File: src/rtl/tcc_pkg.sv
package tcc_pkg;

    typedef enum logic [1:0] {
        POL_NORM = 2'b00,
        POL_INV  = 2'b01,
        POL_RSVD = 2'b10,
        POL_BOTH = 2'b11
    } pol_e;

    localparam logic [1:0] ADDR_CTRL = 2'd0;
    localparam logic [1:0] ADDR_VAL  = 2'd1;
    localparam logic [1:0] ADDR_STAT = 2'd2;

endpackage

File: src/rtl/tcc_edge_det.sv
module tcc_edge_det
    import tcc_pkg::*;
#(
    parameter int SYNC_STAGES = 2
) (
    input  logic       clk,
    input  logic       rst_n,
    input  logic       sig_in,
    input  logic       in_mode,
    input  logic [1:0] pol,
    output logic       cap_evt,
    output logic       sig_cond
);

    localparam int CHAIN_W = SYNC_STAGES + 1;

    typedef struct packed {
        logic [CHAIN_W-1:0] chain;
    } state_t;

    state_t st_d, st_q;
    logic   cur, prv, rise, fall;

    always_comb begin
        st_d       = st_q;
        st_d.chain = {st_q.chain[CHAIN_W-2:0], sig_in};
    end

    always_ff @(posedge clk) begin
        if (!rst_n) st_q <= '0;
        else        st_q <= st_d;
    end

    assign cur  = st_q.chain[SYNC_STAGES-1];
    assign prv  = st_q.chain[SYNC_STAGES];
    assign rise = cur & ~prv;
    assign fall = ~cur & prv;

    always_comb begin
        cap_evt = 1'b0;
        if (in_mode) begin
            unique case (pol)
                POL_NORM: cap_evt = rise;
                POL_INV:  cap_evt = fall;
                POL_BOTH: cap_evt = rise | fall;
                default:  cap_evt = 1'b0;
            endcase
        end
    end

    assign sig_cond = (pol == POL_INV) ? ~cur : cur;

    // a rising capture coincides with the conditioned input going high
    p_rise_src_r8: assert property (@(posedge clk) disable iff (!rst_n)
        (cap_evt && pol == POL_NORM && $stable(pol)) |-> (sig_cond && !$past(sig_cond)));

endmodule

File: src/rtl/tcc_cmp_unit.sv
module tcc_cmp_unit
    import tcc_pkg::*;
#(
    parameter int CNT_W = 16
) (
    input  logic             clk,
    input  logic             rst_n,
    input  logic [CNT_W-1:0] cnt_val,
    input  logic [CNT_W-1:0] thr,
    input  logic             out_mode,
    input  logic [1:0]       pol,
    output logic             cmp_out,
    output logic             match_pulse
);

    typedef struct packed {
        logic ge;
        logic eq;
        logic inv;
        logic omode;
    } state_t;

    state_t st_d, st_q;

    always_comb begin
        st_d       = st_q;
        st_d.ge    = (cnt_val >= thr);
        st_d.eq    = out_mode && (cnt_val == thr);
        st_d.omode = out_mode;
        if (pol == POL_NORM)     st_d.inv = 1'b0;
        else if (pol == POL_INV) st_d.inv = 1'b1;
    end

    always_ff @(posedge clk) begin
        if (!rst_n) st_q <= '0;
        else        st_q <= st_d;
    end

    assign cmp_out     = st_q.omode & (st_q.ge ^ st_q.inv);
    assign match_pulse = st_q.eq;

    // an exact match always lies inside the greater-or-equal region
    p_match_ge_r5: assert property (@(posedge clk) disable iff (!rst_n)
        match_pulse |-> st_q.ge);

    // nothing is driven in capture mode
    p_idle_in_capture_r3: assert property (@(posedge clk) disable iff (!rst_n)
        !st_q.omode |-> !cmp_out && !match_pulse);

endmodule

File: src/rtl/tcc_regs.sv
module tcc_regs
    import tcc_pkg::*;
#(
    parameter int CNT_W = 16
) (
    input  logic             clk,
    input  logic             rst_n,
    input  logic             wr_en,
    input  logic [1:0]       wr_addr,
    input  logic [CNT_W-1:0] wr_data,
    input  logic [1:0]       prot_lvl,
    input  logic             upd_evt,
    input  logic [CNT_W-1:0] cnt_val,
    input  logic             cap_evt,
    output logic             in_mode,
    output logic [1:0]       pol,
    output logic [3:0]       ctrl_rd,
    output logic [CNT_W-1:0] active_val,
    output logic             cap_flag,
    output logic             ovr_flag
);

    typedef struct packed {
        logic             in_mode;
        logic             shd_en;
        logic [1:0]       pol;
        logic [CNT_W-1:0] active;
        logic [CNT_W-1:0] shadow;
        logic             cap;
        logic             ovr;
    } state_t;

    state_t st_d, st_q;
    logic   pol_locked;

    assign pol_locked = prot_lvl[1];

    always_comb begin
        st_d = st_q;
        if (wr_en) begin
            unique case (wr_addr)
                ADDR_CTRL: begin
                    st_d.in_mode = wr_data[0];
                    st_d.shd_en  = wr_data[1];
                    if (!pol_locked) st_d.pol = wr_data[3:2];
                end
                ADDR_VAL: begin
                    if (!st_q.in_mode) begin
                        if (st_q.shd_en) st_d.shadow = wr_data;
                        else             st_d.active = wr_data;
                    end
                end
                ADDR_STAT: begin
                    if (wr_data[0]) st_d.cap = 1'b0;
                    if (wr_data[1]) st_d.ovr = 1'b0;
                end
                default: ;
            endcase
        end
        if (!st_q.in_mode && st_q.shd_en && upd_evt) st_d.active = st_q.shadow;
        if (cap_evt) begin
            st_d.active = cnt_val;
            st_d.cap    = 1'b1;
            if (st_q.cap) st_d.ovr = 1'b1;
        end
    end

    always_ff @(posedge clk) begin
        if (!rst_n) st_q <= '0;
        else        st_q <= st_d;
    end

    assign in_mode    = st_q.in_mode;
    assign pol        = st_q.pol;
    assign ctrl_rd    = {st_q.pol, st_q.shd_en, st_q.in_mode};
    assign active_val = st_q.active;
    assign cap_flag   = st_q.cap;
    assign ovr_flag   = st_q.ovr;

    // locked polarity survives control writes
    p_pol_lock_r13: assert property (@(posedge clk) disable iff (!rst_n)
        (wr_en && wr_addr == ADDR_CTRL && prot_lvl[1]) |=> (pol == $past(pol)));

    // a capture loads the counter and raises the flag
    p_cap_load_r8: assert property (@(posedge clk) disable iff (!rst_n)
        cap_evt |=> (active_val == $past(cnt_val)) && cap_flag);

    // overcapture only arises on top of a pending capture
    p_ovr_src_r12: assert property (@(posedge clk) disable iff (!rst_n)
        $rose(ovr_flag) |-> $past(cap_flag));

    // value writes in capture mode do not disturb the register
    p_ro_input_r11: assert property (@(posedge clk) disable iff (!rst_n)
        (in_mode && !cap_evt && wr_en && wr_addr == ADDR_VAL) |=> $stable(active_val));

endmodule

File: src/rtl/tcc_channel.sv
module tcc_channel
    import tcc_pkg::*;
#(
    parameter int CNT_W       = 16,
    parameter int SYNC_STAGES = 2
) (
    input  logic             clk,
    input  logic             rst_n,
    input  logic [CNT_W-1:0] cnt_val,
    input  logic             upd_evt,
    input  logic [1:0]       prot_lvl,
    input  logic             sig_in,
    input  logic             wr_en,
    input  logic [1:0]       wr_addr,
    input  logic [CNT_W-1:0] wr_data,
    output logic [3:0]       ctrl_rd,
    output logic [CNT_W-1:0] ch_value,
    output logic             cap_flag,
    output logic             ovr_flag,
    output logic             cmp_out,
    output logic             match_pulse,
    output logic             sig_cond
);

    logic       in_mode;
    logic [1:0] pol;
    logic       cap_evt;

    tcc_regs #(.CNT_W(CNT_W)) regs_i (
        .clk        (clk),
        .rst_n      (rst_n),
        .wr_en      (wr_en),
        .wr_addr    (wr_addr),
        .wr_data    (wr_data),
        .prot_lvl   (prot_lvl),
        .upd_evt    (upd_evt),
        .cnt_val    (cnt_val),
        .cap_evt    (cap_evt),
        .in_mode    (in_mode),
        .pol        (pol),
        .ctrl_rd    (ctrl_rd),
        .active_val (ch_value),
        .cap_flag   (cap_flag),
        .ovr_flag   (ovr_flag)
    );

    tcc_edge_det #(.SYNC_STAGES(SYNC_STAGES)) edge_i (
        .clk      (clk),
        .rst_n    (rst_n),
        .sig_in   (sig_in),
        .in_mode  (in_mode),
        .pol      (pol),
        .cap_evt  (cap_evt),
        .sig_cond (sig_cond)
    );

    tcc_cmp_unit #(.CNT_W(CNT_W)) cmp_i (
        .clk         (clk),
        .rst_n       (rst_n),
        .cnt_val     (cnt_val),
        .thr         (ch_value),
        .out_mode    (!in_mode),
        .pol         (pol),
        .cmp_out     (cmp_out),
        .match_pulse (match_pulse)
    );

endmodule

File: config.mk
export PLATFORM = sky130hd
export DESIGN_NAME = tcc_channel
export DESIGN_NICKNAME = d
export VERILOG_FILES = /design/src/rtl/tcc_pkg.sv /design/src/rtl/tcc_edge_det.sv /design/src/rtl/tcc_cmp_unit.sv /design/src/rtl/tcc_regs.sv /design/src/rtl/tcc_channel.sv
export SDC_FILE = /design/constraint.sdc
export NUM_CORES = 1
export LEC_CHECK = 0
export BUFFER_PORTS_ARGS = -buffer_cell sky130_fd_sc_hd__buf_2
export CORE_ASPECT_RATIO = 1.4
export CORE_UTILIZATION = 53
export CTS_CLUSTER_SIZE = 20
export DETAILED_ROUTE_END_ITERATION = 10
export MAX_ROUTING_LAYER = met4
export PLACE_DENSITY = 0.78
export SYNTH_ARGS = -nofsm -noshare
export SYNTH_HDL_FRONTEND = slang
export SYNTH_SLANG_ARGS = --single-unit
File: constraint.sdc
create_clock -name clk -period 2.2 [get_ports clk]
set_input_delay 0.33 -clock clk [delete_from_list [all_inputs] [get_ports clk]]
set_output_delay 0.33 -clock clk [all_outputs]
set_load 0.1 [all_outputs]
Word level (Yosys, flattened, before mapping)
Index checks and enable logic that the tools add are counted.
- logic and storage cells: 62
- memories kept: 0
- output and inout port bits: 25
- bits in writable memories: 0
- bits in registers: 45
- ROM bits: 0
- latch bits: 0
- bits of input ports: 41
- bitwise gates (word level): 10
- multiplexer cells: 15
- div/mod/pow operators: 0
- eq/ne operators: 7
- reductions and logical operators: 17
- $lt $le $gt $ge: 1
- shift-type cells: 0
- add/sub/neg operators: 0
- multipliers: 0
- operator list (kind ; count):
    $mux 16 ; 4
    $mux 32 ; 2
    $mux 34 ; 1
    $eq 16x16->1 ; 1
    $ge 16x16->1 ; 1
    $reduce_and 4->1 ; 2
    $ne 3x3->1 const B ; 2
    $reduce_and 3->1 ; 2
    $reduce_bool 2->1 ; 3
    $reduce_bool 3->1 ; 2
    $mux 1 ; 5
    $not 1->1 ; 5
    $eq 2x1->1 const B ; 2
    $eq 2x2->1 const B ; 2
    $logic_not 2->1 ; 2
    $mux 2 ; 2
    $and 1x1->1 ; 3
    $logic_and 1x1->1 ; 3
    $pmux 1 s3 ; 1
    $reduce_and 2->1 ; 1
    $reduce_or 2->1 ; 1
    $logic_not 1->1 ; 1
    $or 1x1->1 ; 1
    $xor 1x1->1 ; 1

Longest topological paths before layout
- word-level depth: 7
- depth in mapped cells: 8
- depth with buffers taken out: 7

Hierarchy
Synthesis repeated with hierarchy kept, for this count alone.
- cells, all modules: 299
- area, all modules: 2519.9 um2
- by module, submodules not included (module ; instances ; cells an instance ; sequential area each (um2) ; area each (um2)):
    tcc_regs ; 1 ; 213 ; 760.7 ; 1815.5
    tcc_cmp_unit ; 1 ; 68 ; 80.1 ; 544.3
    tcc_edge_det ; 1 ; 17 ; 60.1 ; 156.4
    tcc_channel ; 1 ; 1 ; 0.0 ; 3.8

Worst setup path after synthesis
No wires, ideal clock.
- path kind: register to output
- start point: register regs_i.st_q, in the netlist regs_i.pol[1]
- end point: output port sig_cond
- arrival time: 2.063 ns
- data required time: 1.870 ns
- setup slack: -0.193 ns
- stages on the path, launching flop included: 3
- buffers on the path: 0
- cell sequence: dfxtp_1 > nand2b_1 > xnor2_1
- longest elaborated chain between the ends: 2
- RTL lines (item ; RTL line ; source):
    from (decl) ; tcc_regs.sv:33 ; state_t st_d, st_q;
    from (signal assigned) ; tcc_regs.sv:70 ; else st_q <= st_d;
    $eq 2x1->1 ; tcc_edge_det.sv:51 ; assign sig_cond = (pol == POL_INV) ? ~cur : cur;
    $mux 1 ; tcc_edge_det.sv:51 ;
    to (decl) ; tcc_channel.sv:22 ; output logic sig_cond
Every way passes these cells.

Worst setup path in the final report
- start point: register edge_i.st_q[1] in the netlist's numbering
- end point: register regs_i.st_q, in the netlist regs_i.active_val[3]
- longest elaborated chain between the ends: 7
- elaborated cells on any way between the ends: 12
- RTL lines (item ; RTL line ; source):
    from (decl) ; tcc_edge_det.sv:21 ; state_t st_d, st_q;
    from (signal assigned) ; tcc_edge_det.sv:31 ; else st_q <= st_d;
    $not 1->1 ; tcc_edge_det.sv:37 ; assign fall = ~cur & prv;
    $and 1x1->1 ; tcc_edge_det.sv:37 ;
    $or 1x1->1 ; tcc_edge_det.sv:45 ; POL_BOTH: cap_evt = rise | fall;
    $pmux 1 s3 (*) ; tcc_edge_det.sv:42 ; unique case (pol)
    $mux 1 (*) ; tcc_edge_det.sv:41 ; if (in_mode) begin
    $ne 3x3->1 (no source line) or $reduce_bool 3->1 (tied branches) ; n/a ;
    $reduce_and 4->1 (no source line) ; n/a ;
Every way passes the cells marked *; elsewhere a longest branch is shown, timed or not.
A chain may end at the register's enable or synchronous reset.

==> results.md <==
Global routing:
- The largest net degree at the start of global routing is 27.
- The initial antenna violation count came to 0.
- The first global-routing pass estimated 9660 um of wire.
- The number of global-route vias before repair is 2119.
- For this run, the total global-route usage over all layers was measured as 0.257.
- The remaining global-route overflow is 0.

STA:
- The final max-slew violation count is 0.
- Adding up every negative setup slack in the final design gives 0 ns.
- The maximum clock frequency is 0.544 GHz.
- In the finished design, the share of the clock period the worst path needs comes to 0.836.
- The final-report hold violation count was 0.
- In this run the tightest slew margin relative to its limit is 0.579.
- The setup clock skew after layout is 0.00796 ns.
- Setup violations remaining at the end of the flow were counted as 0.
- For the pin with the worst max-slew slack, the measured transition is 0.632 ns.
- Setup repair after global routing left no endpoint under its margin.
- The clock period could shrink to 1.84 ns.

Finish:
- Leaving out fill and tap cells, the most frequent cells in the layout are sky130_fd_sc_hd__buf_2 (64), sky130_fd_sc_hd__nand2_1 (55), sky130_fd_sc_hd__dfxtp_1 (45), sky130_fd_sc_hd__a21oi_1 (27), sky130_fd_sc_hd__nor2_1 (24).
- The number of antenna diodes in the final layout is 0.
- The sequential cells in the finished layout cover a total of 901 um^2.
- The final net count is 403.
- The total of fill cells in the finished design is 437.
- In the final layout, the share of cells above drive strength 1 is 0.293.
- The commonest non-fill, non-tap cell in the layout is sky130_fd_sc_hd__buf_2.
- The final cell utilization of the core is 0.635.
- The area of the multi-input gates is 1370 um^2.
- Relative to the synthesized area, the layout overhead comes to 13.2%.

Setup path:
- For the worst setup path, the data arrival time is 2.01 ns.
- The setup slack of the worst register-to-register path is 0.36 ns.
- STA classifies the critical path startpoint as a register.
- Together, buffers and inverters on the worst path number 2.
- In this run the critical register-to-register path is launched from edge_i.st_q[1].
- The worst reg-to-reg path cell count is 8.
- The source of the critical timing path is edge_i.st_q[1].
- The biggest fanout along the worst timing path is 15.
- The end of the worst register-to-register path is regs_i.active_val[3].
- The critical path is of the reg2reg type.
- The worst path required time is 2.37 ns.
- The gate family responsible for the most delay along the worst path is compound AO/OA/AOI/OAI gates.
- The critical path goes through inv_1 > ha_1 > mux2i_1 > nor2_1 > o21a_2 > o21ai_4 > buf_4 > a221oi_1.
- Among all stages on the critical path, the largest delay is contributed by sky130_fd_sc_hd__dfxtp_1.
- Counting buffers and inverters, the worst setup path is 8 cells deep.
- The end point of the critical path is regs_i.active_val[3].
- The maximum single-stage delay on the critical path is 0.41 ns.
- STA classifies the critical path endpoint as a register.

Die:
- The core region area is 4570 um^2.
- The number of cell rows is 29.
- For this configuration, the core starts out at a cell density of 0.560.
- The floorplan step set the die width to 60.8 um.
- The I/O pin total is 66.
- The die covers 5120 um^2.
- In this run the vertical extent of the chip is 84.3 um.

Clock tree:
- TritonCTS built the clock tree.
- TritonCTS created 5 clock buffers.
- The worst-case clock buffer depth is 2.
- In this run, post-CTS repair resized a total of 0 instances.
- Clock tree synthesis found a total of 45 sinks.
- The clock network latency to the later pin of the worst-skew pair is 0.30 ns.
- The count of hold buffers inserted by post-cts repair is 0.
- The buffer type at the clock tree root is sky130_fd_sc_hd__clkbuf_8.
- The H-tree was split into 2 levels.
- The post-CTS setup-driven buffer insertion count is 0.
- After clock tree synthesis, the clock-pin slew on the worst setup and hold paths is 0.09 ns.

Route:
- Summed over all layers, the routed wires come to 6030 um.
- The detail route stage leaves a number of antenna-violating nets equal to 0.
- The mean routed wirelength per cell is 14.8 um.
- For this run, the detailed router's first-pass iteration total came to 5.
- The number of vias in the routed layout is 2245.
- In this run, the number of DRC markers left after iteration 0 of detailed routing was 53.
- The number of DRC violations after detailed routing is 0.
- The detailed-route vias per instance is 5.52.

Yosys:
- The synthesized design contains 0 enable-type register cells.
- The number of storage elements in the synthesis netlist is 45.
- The average instance in the mapped netlist occupies 8.54 um^2.
- The dominant register cell in the synthesized netlist is sky130_fd_sc_hd__dfxtp_1.
- The instance count of the mapped netlist is 300.
- The total nets after synthesis is 359.
- The total of warnings raised by yosys is 0.
- The combined area of all synthesized cells is 2560 um^2.
- The post-synthesis async set-or-reset flop share is 0.
- Yosys mapped the design onto 44 distinct sky130hd cell types.
- The share of synthesized area occupied by flip-flops and latches is 0.352.

Placement:
- At the end of routability-driven placement, the weighted congestion stood at 0.833.
- In this run the tool buffered the top-level ports with 64 buffer cells.
- The detailed placer's ending HPWL is 4390 um.

Power and ir drop:
- The power per cell area is 684 nW/um^2.
- The maximum ir drop on the vdd rail is 0.457 mV.
- Total power for the finished layout comes to 0.00199 W.
- Summed over all cells, the static leakage comes to 1.20 nW.

Flow run:
- Max-cap violations in this run came to 0.

Min path:
- The type of the worst min-delay path is in2reg.
- The worst hold path passes through 2 cells.

Status:
- The flow ran to the end, and the final reports show no timing, DRC or antenna violations.
[power by group]
group | internal [W] | switching, W | leakage, nW | total [W]
clock | 0.000371 | 0.000283 | 0.0585 | 0.000653
sequential | 0.000845 | 0.0000254 | 0.366 | 0.000870
combinational | 0.000127 | 0.000335 | 0.777 | 0.000462
[layer usage]
layer,vias up,part of all wire,track usage
li1,1109,-,-
met1,1062,0.40,0.284
met2,60,0.54,0.446
met3,14,0.038,0.0447
met4,0,0.024,0.0950
met5,-,0,-
[cell type report]
cell class,instances,area share
multi-input combinational,202,0.471
sequential,45,0.310
clock buffer,7,0.0298
clock inverter,1,0.0103
inverter,20,0.0259
timing repair buffer,70,0.126
tap,62,0.0267
[worst min path at each step]
stage | from | to | slack [ns]
2_1_floorplan | edge_i.st_q[0] | edge_i.st_q[1] | 0.41
3_3_place_gp | edge_i.st_q[0] | edge_i.st_q[1] | 0.42
3_5_place_dp | edge_i.st_q[0] | edge_i.st_q[1] | 0.42
4_1_cts | sig_in | edge_i.st_q[0] | 0.23
5_1_grt | sig_in | edge_i.st_q[0] | 0.23
6_report | sig_in | edge_i.st_q[0] | 0.24
[synth_stat cells (2+ instances only)]
| cell type | number | area (um^2) |
|---|---|---|
| sky130_fd_sc_hd__nand3_1 | 5 | 25.0 |
| sky130_fd_sc_hd__nand2_1 | 55 | 206 |
| sky130_fd_sc_hd__clkbuf_1 | 4 | 15.0 |
| sky130_fd_sc_hd__a21o_1 | 2 | 15.0 |
| sky130_fd_sc_hd__dfxtp_1 | 45 | 901 |
| sky130_fd_sc_hd__a221oi_1 | 4 | 35.0 |
| sky130_fd_sc_hd__nand4_1 | 3 | 18.8 |
| sky130_fd_sc_hd__nor4_1 | 2 | 12.5 |
| sky130_fd_sc_hd__and2_1 | 4 | 25.0 |
| sky130_fd_sc_hd__ha_1 | 18 | 225 |
| sky130_fd_sc_hd__buf_4 | 22 | 165 |
| sky130_fd_sc_hd__a221oi_2 | 11 | 165 |
| sky130_fd_sc_hd__nor2_2 | 2 | 12.5 |
| sky130_fd_sc_hd__buf_6 | 2 | 22.5 |
| sky130_fd_sc_hd__a211oi_1 | 2 | 15.0 |
| sky130_fd_sc_hd__nand4b_1 | 2 | 17.5 |
| sky130_fd_sc_hd__mux2i_1 | 5 | 50.1 |
| sky130_fd_sc_hd__nor2_1 | 24 | 90.1 |
| sky130_fd_sc_hd__a21oi_1 | 27 | 135 |
| sky130_fd_sc_hd__buf_2 | 4 | 20.0 |
| sky130_fd_sc_hd__inv_1 | 19 | 71.3 |
| sky130_fd_sc_hd__and3_1 | 4 | 25.0 |
| sky130_fd_sc_hd__a22oi_1 | 13 | 97.6 |
[worst register-to-register path: stages, from the launching register on]
cell and delay [ns]:
sky130_fd_sc_hd__dfxtp_1 0.41, sky130_fd_sc_hd__inv_1 0.08, sky130_fd_sc_hd__ha_1 0.20, sky130_fd_sc_hd__mux2i_1 0.14, sky130_fd_sc_hd__nor2_1 0.08, sky130_fd_sc_hd__o21a_2 0.25, sky130_fd_sc_hd__o21ai_4 0.13, sky130_fd_sc_hd__buf_4 0.29
sky130_fd_sc_hd__a221oi_1 0.13
[per-stage QoR]
step / instances / hold WS, ns / setup WS [ns] / cell area [um^2]
3_3_place_gp: 399 / 0.417 / 0.417 / 2790
6_report: 407 / 0.237 / 0.361 / 2900
4_1_cts: 407 / 0.232 / 0.342 / 2900
3_5_place_dp: 399 / 0.425 / 0.360 / 2790
2_1_floorplan: 300 / 0.412 / 0.435 / 2570
5_1_grt: 407 / 0.233 / 0.206 / 2900
[registers in the layout (all words and copies together) (netlist names)]
name,flops
cmp_i.match_pulse,1
cmp_i.st_q,3
edge_i.st_q,3
regs_i.active_val,16
regs_i.cap_flag,1
regs_i.ctrl_rd,1
regs_i.in_mode,1
regs_i.ovr_flag,1
regs_i.pol,2
regs_i.st_q,16
[cell families after synthesis]
| group | synth area share |
|---|---|
| buffers and inverters | 0.118 |
| XOR/XNOR | 0.00684 |
| AO/OA/AOI/OAI | 0.210 |
| AND/OR/NAND/NOR | 0.206 |
| flip-flops | 0.352 |
| multiplexers | 0.0195 |
| adder cells (fa/ha/maj) | 0.0879 |
Note: power is estimated with default switching activity, not from simulation.
